[config.mk]
export PLATFORM = sky130hd
export DESIGN_NAME = bytewide_sram_ctrl
export DESIGN_NICKNAME = d
export VERILOG_FILES = /design/src/rtl/bsram_pkg.sv /design/src/rtl/bsram_phase.sv /design/src/rtl/bsram_rd_cap.sv /design/src/rtl/bsram_wr_seq.sv /design/src/rtl/bytewide_sram_ctrl.sv
export SDC_FILE = /design/constraint.sdc
export NUM_CORES = 1
export LEC_CHECK = 0
export BUFFER_PORTS_ARGS = -buffer_cell sky130_fd_sc_hd__buf_2
export CAP_MARGIN = 20
export CORE_ASPECT_RATIO = 1.1
export CORE_MARGIN = 2
export CORE_UTILIZATION = 50
export CTS_CLUSTER_SIZE = 28
export DETAILED_ROUTE_END_ITERATION = 12
export GPL_ROUTABILITY_DRIVEN = 0
export GPL_TIMING_DRIVEN = 0
export PLACE_DENSITY_LB_ADDON = 0.08
export SYNTH_ARGS = -nofsm -noshare
export SYNTH_HDL_FRONTEND = slang
export SYNTH_SLANG_ARGS = --single-unit
[constraint.sdc]
create_clock -name clk -period 7.7 [get_ports clk]
set_input_delay 1.54 -clock clk [delete_from_list [all_inputs] [get_ports clk]]
set_output_delay 1.54 -clock clk [all_outputs]
set_load 0.1 [all_outputs]
[src/rtl/bsram_pkg.sv]
package bsram_pkg;

   typedef enum logic [1:0] {
      WR_IDLE = 2'd0,
      WR_BYTE = 2'd1,
      WR_WORD = 2'd2
   } wr_mode_t;

   localparam logic [2:0] BYTE_LAST = 3'd3;
   localparam logic [2:0] WORD_LAST = 3'd5;

   typedef struct packed {
      logic we_n;
      logic oe_n;
      logic den;
      logic a0;
      logic sel_lo;
   } pin_set_t;

   // Pin levels for a given store step; idle_a0 is the phase value outside stores
   function automatic pin_set_t step_decode(input wr_mode_t mode, input logic [2:0] step,
                                            input logic lo_bit, input logic idle_a0);
      pin_set_t p;
      p = '{we_n: 1'b1, oe_n: 1'b0, den: 1'b0, a0: idle_a0, sel_lo: 1'b0};
      case (mode)
         WR_BYTE: begin
            p.oe_n   = 1'b1;
            p.we_n   = (step != 3'd1);
            p.den    = (step == 3'd1) || (step == 3'd2);
            p.a0     = lo_bit;
            p.sel_lo = 1'b1;
         end
         WR_WORD: begin
            p.oe_n   = 1'b1;
            p.we_n   = !((step == 3'd1) || (step == 3'd4));
            p.den    = (step != 3'd0);
            p.a0     = (step >= 3'd3);
            p.sel_lo = (step >= 3'd3);
         end
         default: ;
      endcase
      return p;
   endfunction

endpackage

[src/rtl/bsram_phase.sv]
module bsram_phase (
   input  logic clk,
   input  logic rst_n,
   output logic half
);
   always_ff @(posedge clk or negedge rst_n) begin
      if (!rst_n) half <= 1'b0;
      else        half <= ~half;
   end
endmodule

[src/rtl/bsram_rd_cap.sv]
module bsram_rd_cap #(
   parameter int BW = 8
) (
   input  logic            clk,
   input  logic            rst_n,
   input  logic            start,
   input  logic            half,
   input  logic [BW-1:0]   din,
   output logic [2*BW-1:0] rdata,
   output logic            rvalid
);
   logic          act_q;
   logic [BW-1:0] hi_q;

   always_ff @(posedge clk or negedge rst_n) begin
      if (!rst_n) begin
         act_q  <= 1'b0;
         hi_q   <= '0;
         rdata  <= '0;
         rvalid <= 1'b0;
      end else if (!half) begin
         if (act_q) hi_q <= din;
      end else begin
         rvalid <= act_q;
         if (act_q) rdata <= {hi_q, din};
         act_q <= start;
      end
   end
endmodule

[src/rtl/bsram_wr_seq.sv]
module bsram_wr_seq
   import bsram_pkg::*;
#(
   parameter int BW = 8
) (
   input  logic            clk,
   input  logic            rst_n,
   input  logic            start,
   input  logic            is_word,
   input  logic            lo_bit,
   input  logic            half,
   input  logic [2*BW-1:0] wdata,
   output logic            active,
   output logic            last,
   output logic            we_n,
   output logic            oe_n,
   output logic            den,
   output logic            a0,
   output logic [BW-1:0]   dout
);
   wr_mode_t        mode_q, mode_d;
   logic [2:0]      step_q, step_d;
   logic            lo_q, lo_src;
   logic [2*BW-1:0] wd_q, wd_src;
   pin_set_t        nx;

   assign active = (mode_q != WR_IDLE);
   assign last   = ((mode_q == WR_BYTE) && (step_q == BYTE_LAST)) ||
                   ((mode_q == WR_WORD) && (step_q == WORD_LAST));

   always_comb begin
      mode_d = mode_q;
      step_d = step_q;
      if (start) begin
         mode_d = is_word ? WR_WORD : WR_BYTE;
         step_d = 3'd0;
      end else if (last) begin
         mode_d = WR_IDLE;
         step_d = 3'd0;
      end else if (active) begin
         step_d = step_q + 3'd1;
      end
      lo_src = start ? lo_bit : lo_q;
      wd_src = start ? wdata  : wd_q;
      nx     = step_decode(mode_d, step_d, lo_src, ~half);
   end

   // Pins are registered from the next state so each one leaves a flip-flop
   always_ff @(posedge clk or negedge rst_n) begin
      if (!rst_n) begin
         mode_q <= WR_IDLE;
         step_q <= 3'd0;
         lo_q   <= 1'b0;
         wd_q   <= '0;
         we_n   <= 1'b1;
         oe_n   <= 1'b1;
         den    <= 1'b0;
         a0     <= 1'b0;
         dout   <= '0;
      end else begin
         mode_q <= mode_d;
         step_q <= step_d;
         lo_q   <= lo_src;
         wd_q   <= wd_src;
         we_n   <= nx.we_n;
         oe_n   <= nx.oe_n;
         den    <= nx.den;
         a0     <= nx.a0;
         dout   <= nx.sel_lo ? wd_src[BW-1:0] : wd_src[2*BW-1:BW];
      end
   end

   assert_we_one_half_R4: assert property (@(posedge clk) disable iff (!rst_n)
      !we_n |=> we_n);
   assert_stall_window_R9: assert property (@(posedge clk) disable iff (!rst_n)
      (active && !last) |=> active);
endmodule

[src/rtl/bytewide_sram_ctrl.sv]
module bytewide_sram_ctrl #(
   parameter int AW = 10,
   parameter int BW = 8
) (
   input  logic            clk,
   input  logic            rst_n,
   input  logic            req,
   input  logic            wr,
   input  logic            word,
   input  logic [AW-1:0]   addr,
   input  logic [2*BW-1:0] wdata,
   output logic            stall,
   output logic [2*BW-1:0] rdata,
   output logic            rvalid,
   output logic            cyc_half,
   output logic [AW-2:0]   sram_addr,
   output logic            sram_a0,
   output logic            sram_ce_n,
   output logic            sram_oe_n,
   output logic            sram_we_n,
   output logic [BW-1:0]   sram_dout,
   output logic            sram_dout_en,
   input  logic [BW-1:0]   sram_din
);
   localparam int UAW = AW - 1;

   generate
      if (AW < 2) begin : g_bad_aw
         $error("bytewide_sram_ctrl: AW must be at least 2");
      end
      if (BW < 1) begin : g_bad_bw
         $error("bytewide_sram_ctrl: BW must be at least 1");
      end
   endgenerate

   logic           half, wr_active, wr_last, boundary_ok, wr_go, rd_go;
   logic [UAW-1:0] addr_q;

   bsram_phase u_phase (.clk(clk), .rst_n(rst_n), .half(half));

   assign boundary_ok = half && (!wr_active || wr_last);
   assign wr_go       = req && wr  && boundary_ok;
   assign rd_go       = req && !wr && boundary_ok;

   always_ff @(posedge clk or negedge rst_n) begin
      if (!rst_n)              addr_q <= '0;
      else if (wr_go || rd_go) addr_q <= addr[AW-1:1];
   end

   bsram_wr_seq #(.BW(BW)) u_wr (
      .clk(clk), .rst_n(rst_n), .start(wr_go), .is_word(word), .lo_bit(addr[0]),
      .half(half), .wdata(wdata), .active(wr_active), .last(wr_last),
      .we_n(sram_we_n), .oe_n(sram_oe_n), .den(sram_dout_en), .a0(sram_a0),
      .dout(sram_dout)
   );

   bsram_rd_cap #(.BW(BW)) u_rd (
      .clk(clk), .rst_n(rst_n), .start(rd_go), .half(half), .din(sram_din),
      .rdata(rdata), .rvalid(rvalid)
   );

   assign stall     = wr_active && !wr_last;
   assign cyc_half  = half;
   assign sram_addr = addr_q;
   assign sram_ce_n = 1'b0;

   assert_we_fall_addr_R4: assert property (@(posedge clk) disable iff (!rst_n)
      $fell(sram_we_n) |-> ($stable(sram_addr) && $stable(sram_a0)));
   assert_we_rise_hold_R4: assert property (@(posedge clk) disable iff (!rst_n)
      $rose(sram_we_n) |-> ($stable(sram_addr) && $stable(sram_a0) &&
                            $stable(sram_dout) && sram_dout_en));
   assert_no_oe_we_R10: assert property (@(posedge clk) disable iff (!rst_n)
      !(!sram_oe_n && !sram_we_n));
   assert_den_oe_R10: assert property (@(posedge clk) disable iff (!rst_n)
      sram_dout_en |-> sram_oe_n);
   assert_phase_toggle_R2: assert property (@(posedge clk) disable iff (!rst_n)
      cyc_half |=> !cyc_half);
   assert_rvalid_span_R3: assert property (@(posedge clk) disable iff (!rst_n)
      $rose(rvalid) |=> rvalid);
endmodule

After elaboration in Yosys (flattened, before gate mapping). Index checks and enable logic that the tools add are counted.

Add/subtract/negate cells: 1. $lt $le $gt $ge: 1. Eq/ne operators: 10. Multiplexer cells: 10. Bitwise logic cells: 1. Reduce and logical (&&, ||, !) cells: 21.

Operator list (number): $mux W16 (1); $pmux W5 S2 (1); $mux W3 (3); $logic_and A1 B1 Y1 (8); $mux W8 (1); $eq A3 B2 Y1 const B (2); $eq A3 B3 Y1 const B (2); $mux W2 (3); $logic_or A1 B1 Y1 (5); $eq A2 B1 Y1 const B (2); $eq A2 B2 Y1 const B (2); $logic_not A1 Y1 (4); $reduce_and A2 Y1 (2); $add A3 B1 Y3 const B (1); $eq A3 B1 Y1 const B (1); $ge A3 B2 Y1 const B (1); $ne A3 B1 Y1 const B (1); $reduce_bool A3 Y1 (1); $reduce_bool A2 Y1 (1); $mux W1 (1); $not A1 Y1 (1).

Bits in registers: 70. Bits of input ports: 39. Output and inout port bits: 41.

Longest topological paths before layout.
Word-level depth: 12. Mapped depth: 13. Depth with buffers taken out: 12.

By module. A second synthesis with hierarchy kept.

Cell total of the unflattened synthesis: 200. Area, all modules: 3019.1 µm².

Modules (own cells, without submodules): bsram_wr_seq (times used 1, cells each 115, area an instance 1527.7 µm², sequential area each 853.3 µm²); bsram_rd_cap (times used 1, cells each 58, area an instance 1041.0 µm², sequential area each 650.6 µm²); bytewide_sram_ctrl (times used 1, cells each 25, area an instance 421.7 µm², sequential area each 225.2 µm²); bsram_phase (times used 1, cells each 2, area an instance 28.8 µm², sequential area each 25.0 µm²).

Worst setup path after synthesis. OpenSTA, ideal clock, no wires.

Path kind: input to register. Start point: input req. End point: register u_wr.dout[0]. Arrival: 3466 ps. Slack: 4109 ps. Stages on the path: 10. Buffers on the path: 1. Cell sequence: and3_4 > nand3_4 > buf_6 > o21a_1 > ha_1 > or3b_1 > o22ai_2 > a21oi_2 > nor2_8 > mux2_4.

Cells in the longest elaborated chain, start to end: 6. Elaborated cells on any way between the ends: 10.

RTL lines: start, declared (line bytewide_sram_ctrl.sv:7) `input logic req,`; $logic_and A1 B1 Y1 * (2 in series) (line bytewide_sram_ctrl.sv:42) `assign wr_go = req && wr && boundary_ok;`; $mux W3 or $mux W2 (tied branches) (line bsram_wr_seq.sv:34) `if (start) begin`; $ge A3 B2 Y1, or another cell as far along (line bsram_pkg.sv:38) `p.sel_lo = (step >= 3'd3);`; $pmux W5 S2 (line bsram_pkg.sv:25) `case (mode)`; $mux W8 * (line bsram_wr_seq.sv:69) `dout <= nx.sel_lo ? wd_src[BW-1:0] : wd_src[2*BW-1:BW];`; end signal, assigned (line bsram_wr_seq.sv:69); end, declared (line bsram_wr_seq.sv:19) `output logic [BW-1:0] dout`.

Mark *: on every way between the ends. The rest lies on a longest branch, timed or not. A chain may end at the register's enable or synchronous reset.

Final worst setup path.
Start point: register u_wr.step_q[1]. End point: output stall.

Cells in the longest elaborated chain, start to end: 5. Elaborated cells on any way between the ends: 7.

RTL lines: start, declared (line bsram_wr_seq.sv:22) `logic [2:0] step_q, step_d;`; start signal, assigned (line bsram_wr_seq.sv:62) `step_q <= step_d;`; $eq A3 B2 Y1 or $eq A3 B3 Y1 (tied branches) (line bsram_wr_seq.sv:28, bsram_wr_seq.sv:29); $logic_and A1 B1 Y1, on equally long branches (line bsram_wr_seq.sv:28, bsram_wr_seq.sv:29); $logic_or A1 B1 Y1 * (line bsram_wr_seq.sv:28) `assign last = ((mode_q == WR_BYTE) && (step_q == BYTE_LAST)) ||`; $logic_not A1 Y1 * (line bytewide_sram_ctrl.sv:62) `assign stall = wr_active && !wr_last;`; $logic_and A1 B1 Y1 * (line bytewide_sram_ctrl.sv:62); end, declared (line bytewide_sram_ctrl.sv:12) `output logic stall,`.

Marks and branches as above.

==> metrics.md <==
| Metric | Value |
|---|---|
| Flip-flop and latch count after synthesis | 70 |
| Pin count of the biggest net entering global routing | 71 |
| Min-Delay Path Class | reg2reg |
| RSZ-0062 raised after global routing | no |
| Final worst path period need | 3620 ps |
| Final wirelength | 5570 um |
| Predominant post-synthesis flop cell | sky130_fd_sc_hd__dfrtp_1 |
| Start-to-end type of the worst setup path | reg2out |
| Category of the worst setup path capture point | output pin |
| Iter 0 DRT Violations | 84 |
| Die width | 78.0 um |
| WHS Endpoint | u_wr.wd_q[9] |
| Design area | 3700 um^2 |
| Maximum operating frequency | 276 MHz |
| Area share of the leading cell type in the synthesized netlist | 0.565 |
| Slew at the pin with the worst max-slew slack | 851 ps |
| Clk pin slew, worst setup/hold paths | 70 ps |
| Largest area contributor in the netlist | sky130_fd_sc_hd__dfrtp_1 |
| First-pass GRT wire length | 9110 um |
| Area added between synthesis and finish | 22.9% |
| Clock tree root driver cell | sky130_fd_sc_hd__clkbuf_8 |
| Routed length per placed instance | 14.9 um |
| Number of clock sinks | 70 |
| Setup slack of the worst register-to-register path | 4440 ps |
| Worst hold slack after final layout | 497 ps |
| Fraction of layout instances using a drive strength above 1 | 0.579 |
| Antenna Cells | 0 |
| Static Leak | 1.98 nW |
| Number of synthesis warnings | 0 |
| Status | completed |
| Critical path data required time | 6160 ps |
| Number of fill cells | 470 |
| Relative slew margins | 0.433 |
| TritonCTS clock tree | built |
| Number of hold-repair buffers added at the cts stage | 0 |
| Overall routing resource usage | 0.179 |
| Die Height | 85.4 um |
| Fraction of power consumed by the clock network | 0.418 |
| Final cycle utilization of the critical path | 0.470 |
| Worst voltage drop across the vdd grid | 0.000147 V |
| Clock Skews | 5.66 ps |
| Ys async rst share | 1.00 |
| Count of TritonRoute iterations in the first routing pass | 5 |
| Vias | 1889 |
| Count of flip-flops with a built-in enable after synthesis | 0 |
| Flop pwr share | 0.524 |
| Cell Area, Placed | 3500 um^2 |
| Net Count, Synth | 247 |
| Combinational share of power | 0.058 |
| Via count of the first global-routing pass | 1900 |
| Row count | 29 |
| Maximum level of the CTS H-tree | 3 |
| Clock buffer count from CTS | 9 |
| Area of the core | 5810 um^2 |
| Final hold violation count | 0 |
| Port-buffer cells | 78 |
| Worst reg2reg path startpoint | u_wr.step_q[1] |
| Worst Hold Depth | 1 |
| Setup crit start kind | flop |
| Nets@finish | 336 |
| Startpoint of the worst hold path | u_wr.wd_q[9] |
| Capture instance of the worst register-to-register path | u_wr.dout[0] |
| Detailed-route DRC error count | 0 |
| Die Footprint | 6660 um^2 |
| Initial antenna violation count | 0 |
| NetSw | 169 uW |
| Final TNS setup | 0 ps |
| Post-Syn Instances | 203 |
| Residual overflow from global routing | 0 |
| Post-Syn Area per Cell | 14.8 um^2 |
| Setup-failing EPs final | 0 |
| Number of distinct library cells after synthesis | 43 |
| Arrival time reported for the critical path endpoint | 2080 ps |
| Number of buffers added for setup after CTS | 0 |
| Largest cells by area after synthesis | sky130_fd_sc_hd__dfrtp_1, sky130_fd_sc_hd__mux2_2, sky130_fd_sc_hd__mux2_4 |
| Cell Area, Synth | 3010 um^2 |
| Area of the multi-input gates | 1170 um^2 |
| Crit Path Max Fanout | 6 |
| Sequential element share of the synthesized area | 0.583 |
| Antenna Nets Post-Route | 0 |
| Vias per inst | 5.05 |
| Cell count of the worst reg-to-reg path | 12 |
| Count of maximum capacitance violations | 0 |
| Share of total power consumed by net switching | 0.240 |
| Starting density of the core | 0.519 |
| Source-to-sink clock delay at the later pin of the worst-skew pair | 340 ps |
| Number of max-slew violations in the final report | 0 |
| Power per unit of standard cell area | 191 nW/um^2 |
| Count of cells resized by post-cts repair | 0 |
| Number of buffers between clock root and the deepest sink | 2 |
| Internal power | 538 uW |
| Register area | 1750 um^2 |
| Final HPWL from detailed placement | 3830 um |
| IO Pins | 80 |
## stage by stage
step	cells	setup slack, ps	total power [mW]	util
final	374	4080	0.707	0.637
after global routing	374	3980	0.734	0.637
after CTS	374	4060	0.713	0.637
after detailed placement	358	3750	0.420	0.603
after global placement	358	3780	0.419	0.602
after floorplan	203	4110	0.399	-
## state kept, by name, indices dropped and copies added (netlist names)
signal and count:
u_wr.we_n 1, u_wr.dout 8, u_wr.mode_q 2, sram_addr 9
u_rd.hi_q 8, u_rd.rvalid 1, u_rd.rdata 16, u_wr.den 1
u_wr.step_q 3, u_wr.a0 1, u_wr.oe_n 1, u_wr.wd_q 16
u_wr.lo_q 1, u_rd.act_q 1, u_phase.half 1
## synth_stat cells, types with 2 or more instances
| master | number |
|---|---|
| sky130_fd_sc_hd__a21oi_1 | 4 |
| sky130_fd_sc_hd__buf_4 | 2 |
| sky130_fd_sc_hd__clkbuf_1 | 3 |
| sky130_fd_sc_hd__dfrtp_1 | 68 |
| sky130_fd_sc_hd__dfstp_2 | 2 |
| sky130_fd_sc_hd__ha_1 | 5 |
| sky130_fd_sc_hd__inv_1 | 8 |
| sky130_fd_sc_hd__mux2_2 | 42 |
| sky130_fd_sc_hd__mux2_4 | 17 |
| sky130_fd_sc_hd__nand2_1 | 4 |
| sky130_fd_sc_hd__nand3_1 | 2 |
| sky130_fd_sc_hd__nand4_1 | 2 |
| sky130_fd_sc_hd__nor2_1 | 4 |
| sky130_fd_sc_hd__nor2b_1 | 2 |
| sky130_fd_sc_hd__nor4_1 | 2 |
| sky130_fd_sc_hd__o21a_1 | 2 |
| sky130_fd_sc_hd__o21ai_0 | 8 |
## kinds of logic after synthesis
kind of cell,after synthesis,share of synthesized area
multiplexers,59,0.242
AO/OA/AOI/OAI,23,0.0565
XOR/XNOR,1,0.00291
AND/OR/NAND/NOR,28,0.0648
flip-flops,70,0.583
adder cells (fa/ha/maj),5,0.0208
other,1,0.00125
buffers and inverters,16,0.0291
## placed cells by master, fill, tap and decap left out, types with 3 or more instances in the layout
| cell | count |
|---|---|
| sky130_fd_sc_hd__mux2_4 | 17 |
| sky130_fd_sc_hd__nand2_1 | 4 |
| sky130_fd_sc_hd__buf_4 | 3 |
| sky130_fd_sc_hd__nor2_1 | 4 |
| sky130_fd_sc_hd__ha_1 | 5 |
| sky130_fd_sc_hd__inv_1 | 8 |
| sky130_fd_sc_hd__clkbuf_8 | 10 |
| sky130_fd_sc_hd__a21oi_1 | 4 |
| sky130_fd_sc_hd__clkinv_2 | 3 |
| sky130_fd_sc_hd__dfrtp_1 | 68 |
| sky130_fd_sc_hd__mux2_2 | 42 |
| sky130_fd_sc_hd__o21ai_0 | 8 |
| sky130_fd_sc_hd__clkbuf_1 | 3 |
| sky130_fd_sc_hd__buf_2 | 78 |
## how the worst max path moves through the flow
stage	from	end	slack (ps)
floorplan	req	u_wr.dout[0]	4110
global placement	req	u_wr.dout[1]	3780
detailed placement	req	u_wr.dout[0]	3750
CTS	u_wr.step_q[1]	stall	4060
global route	u_wr.step_q[1]	stall	3980
finish	u_wr.step_q[1]	stall	4080
## critical path: stages, from the launching register on
cell and delay [ps]:
sky130_fd_sc_hd__dfrtp_1 450, sky130_fd_sc_hd__ha_1 210, sky130_fd_sc_hd__ha_1 200, sky130_fd_sc_hd__or2b_2 340, sky130_fd_sc_hd__nand2_1 110, sky130_fd_sc_hd__buf_2 440
## area by class of cell
| class | instances | share of cell area |
|---|---|---|
| Sequential cell | 70 | 0.474 |
| Multi-Input combinational cell | 117 | 0.316 |
| Timing Repair Buffer | 78 | 0.106 |
| Clock buffer | 10 | 0.0372 |
| Tap cell | 77 | 0.0260 |
| Clock inverter | 6 | 0.0166 |
| Buffer | 8 | 0.0156 |
| Inverter | 8 | 0.00812 |
## power by group through the flow
| stage | registers, mW | clock network (mW) | logic, mW |
|---|---|---|---|
| 3_3_place_gp | 0.378 | 0 | 0.0417 |
| 3_5_place_dp | 0.378 | 0 | 0.0421 |
| 4_1_cts | 0.370 | 0.300 | 0.0422 |
| 2_1_floorplan | 0.394 | 0 | 0.00573 |
| 5_1_grt | 0.371 | 0.318 | 0.0448 |
| 6_report | 0.370 | 0.295 | 0.0413 |
## per-layer routing
metal / routed length, um / track usage
met1: 2460 / 0.232
met2: 2600 / 0.270
met3: 377 / 0.0606
met4: 129 / 0.0893
met5: 0 / 0
No activity file was read; power rests on OpenSTA's default activity.
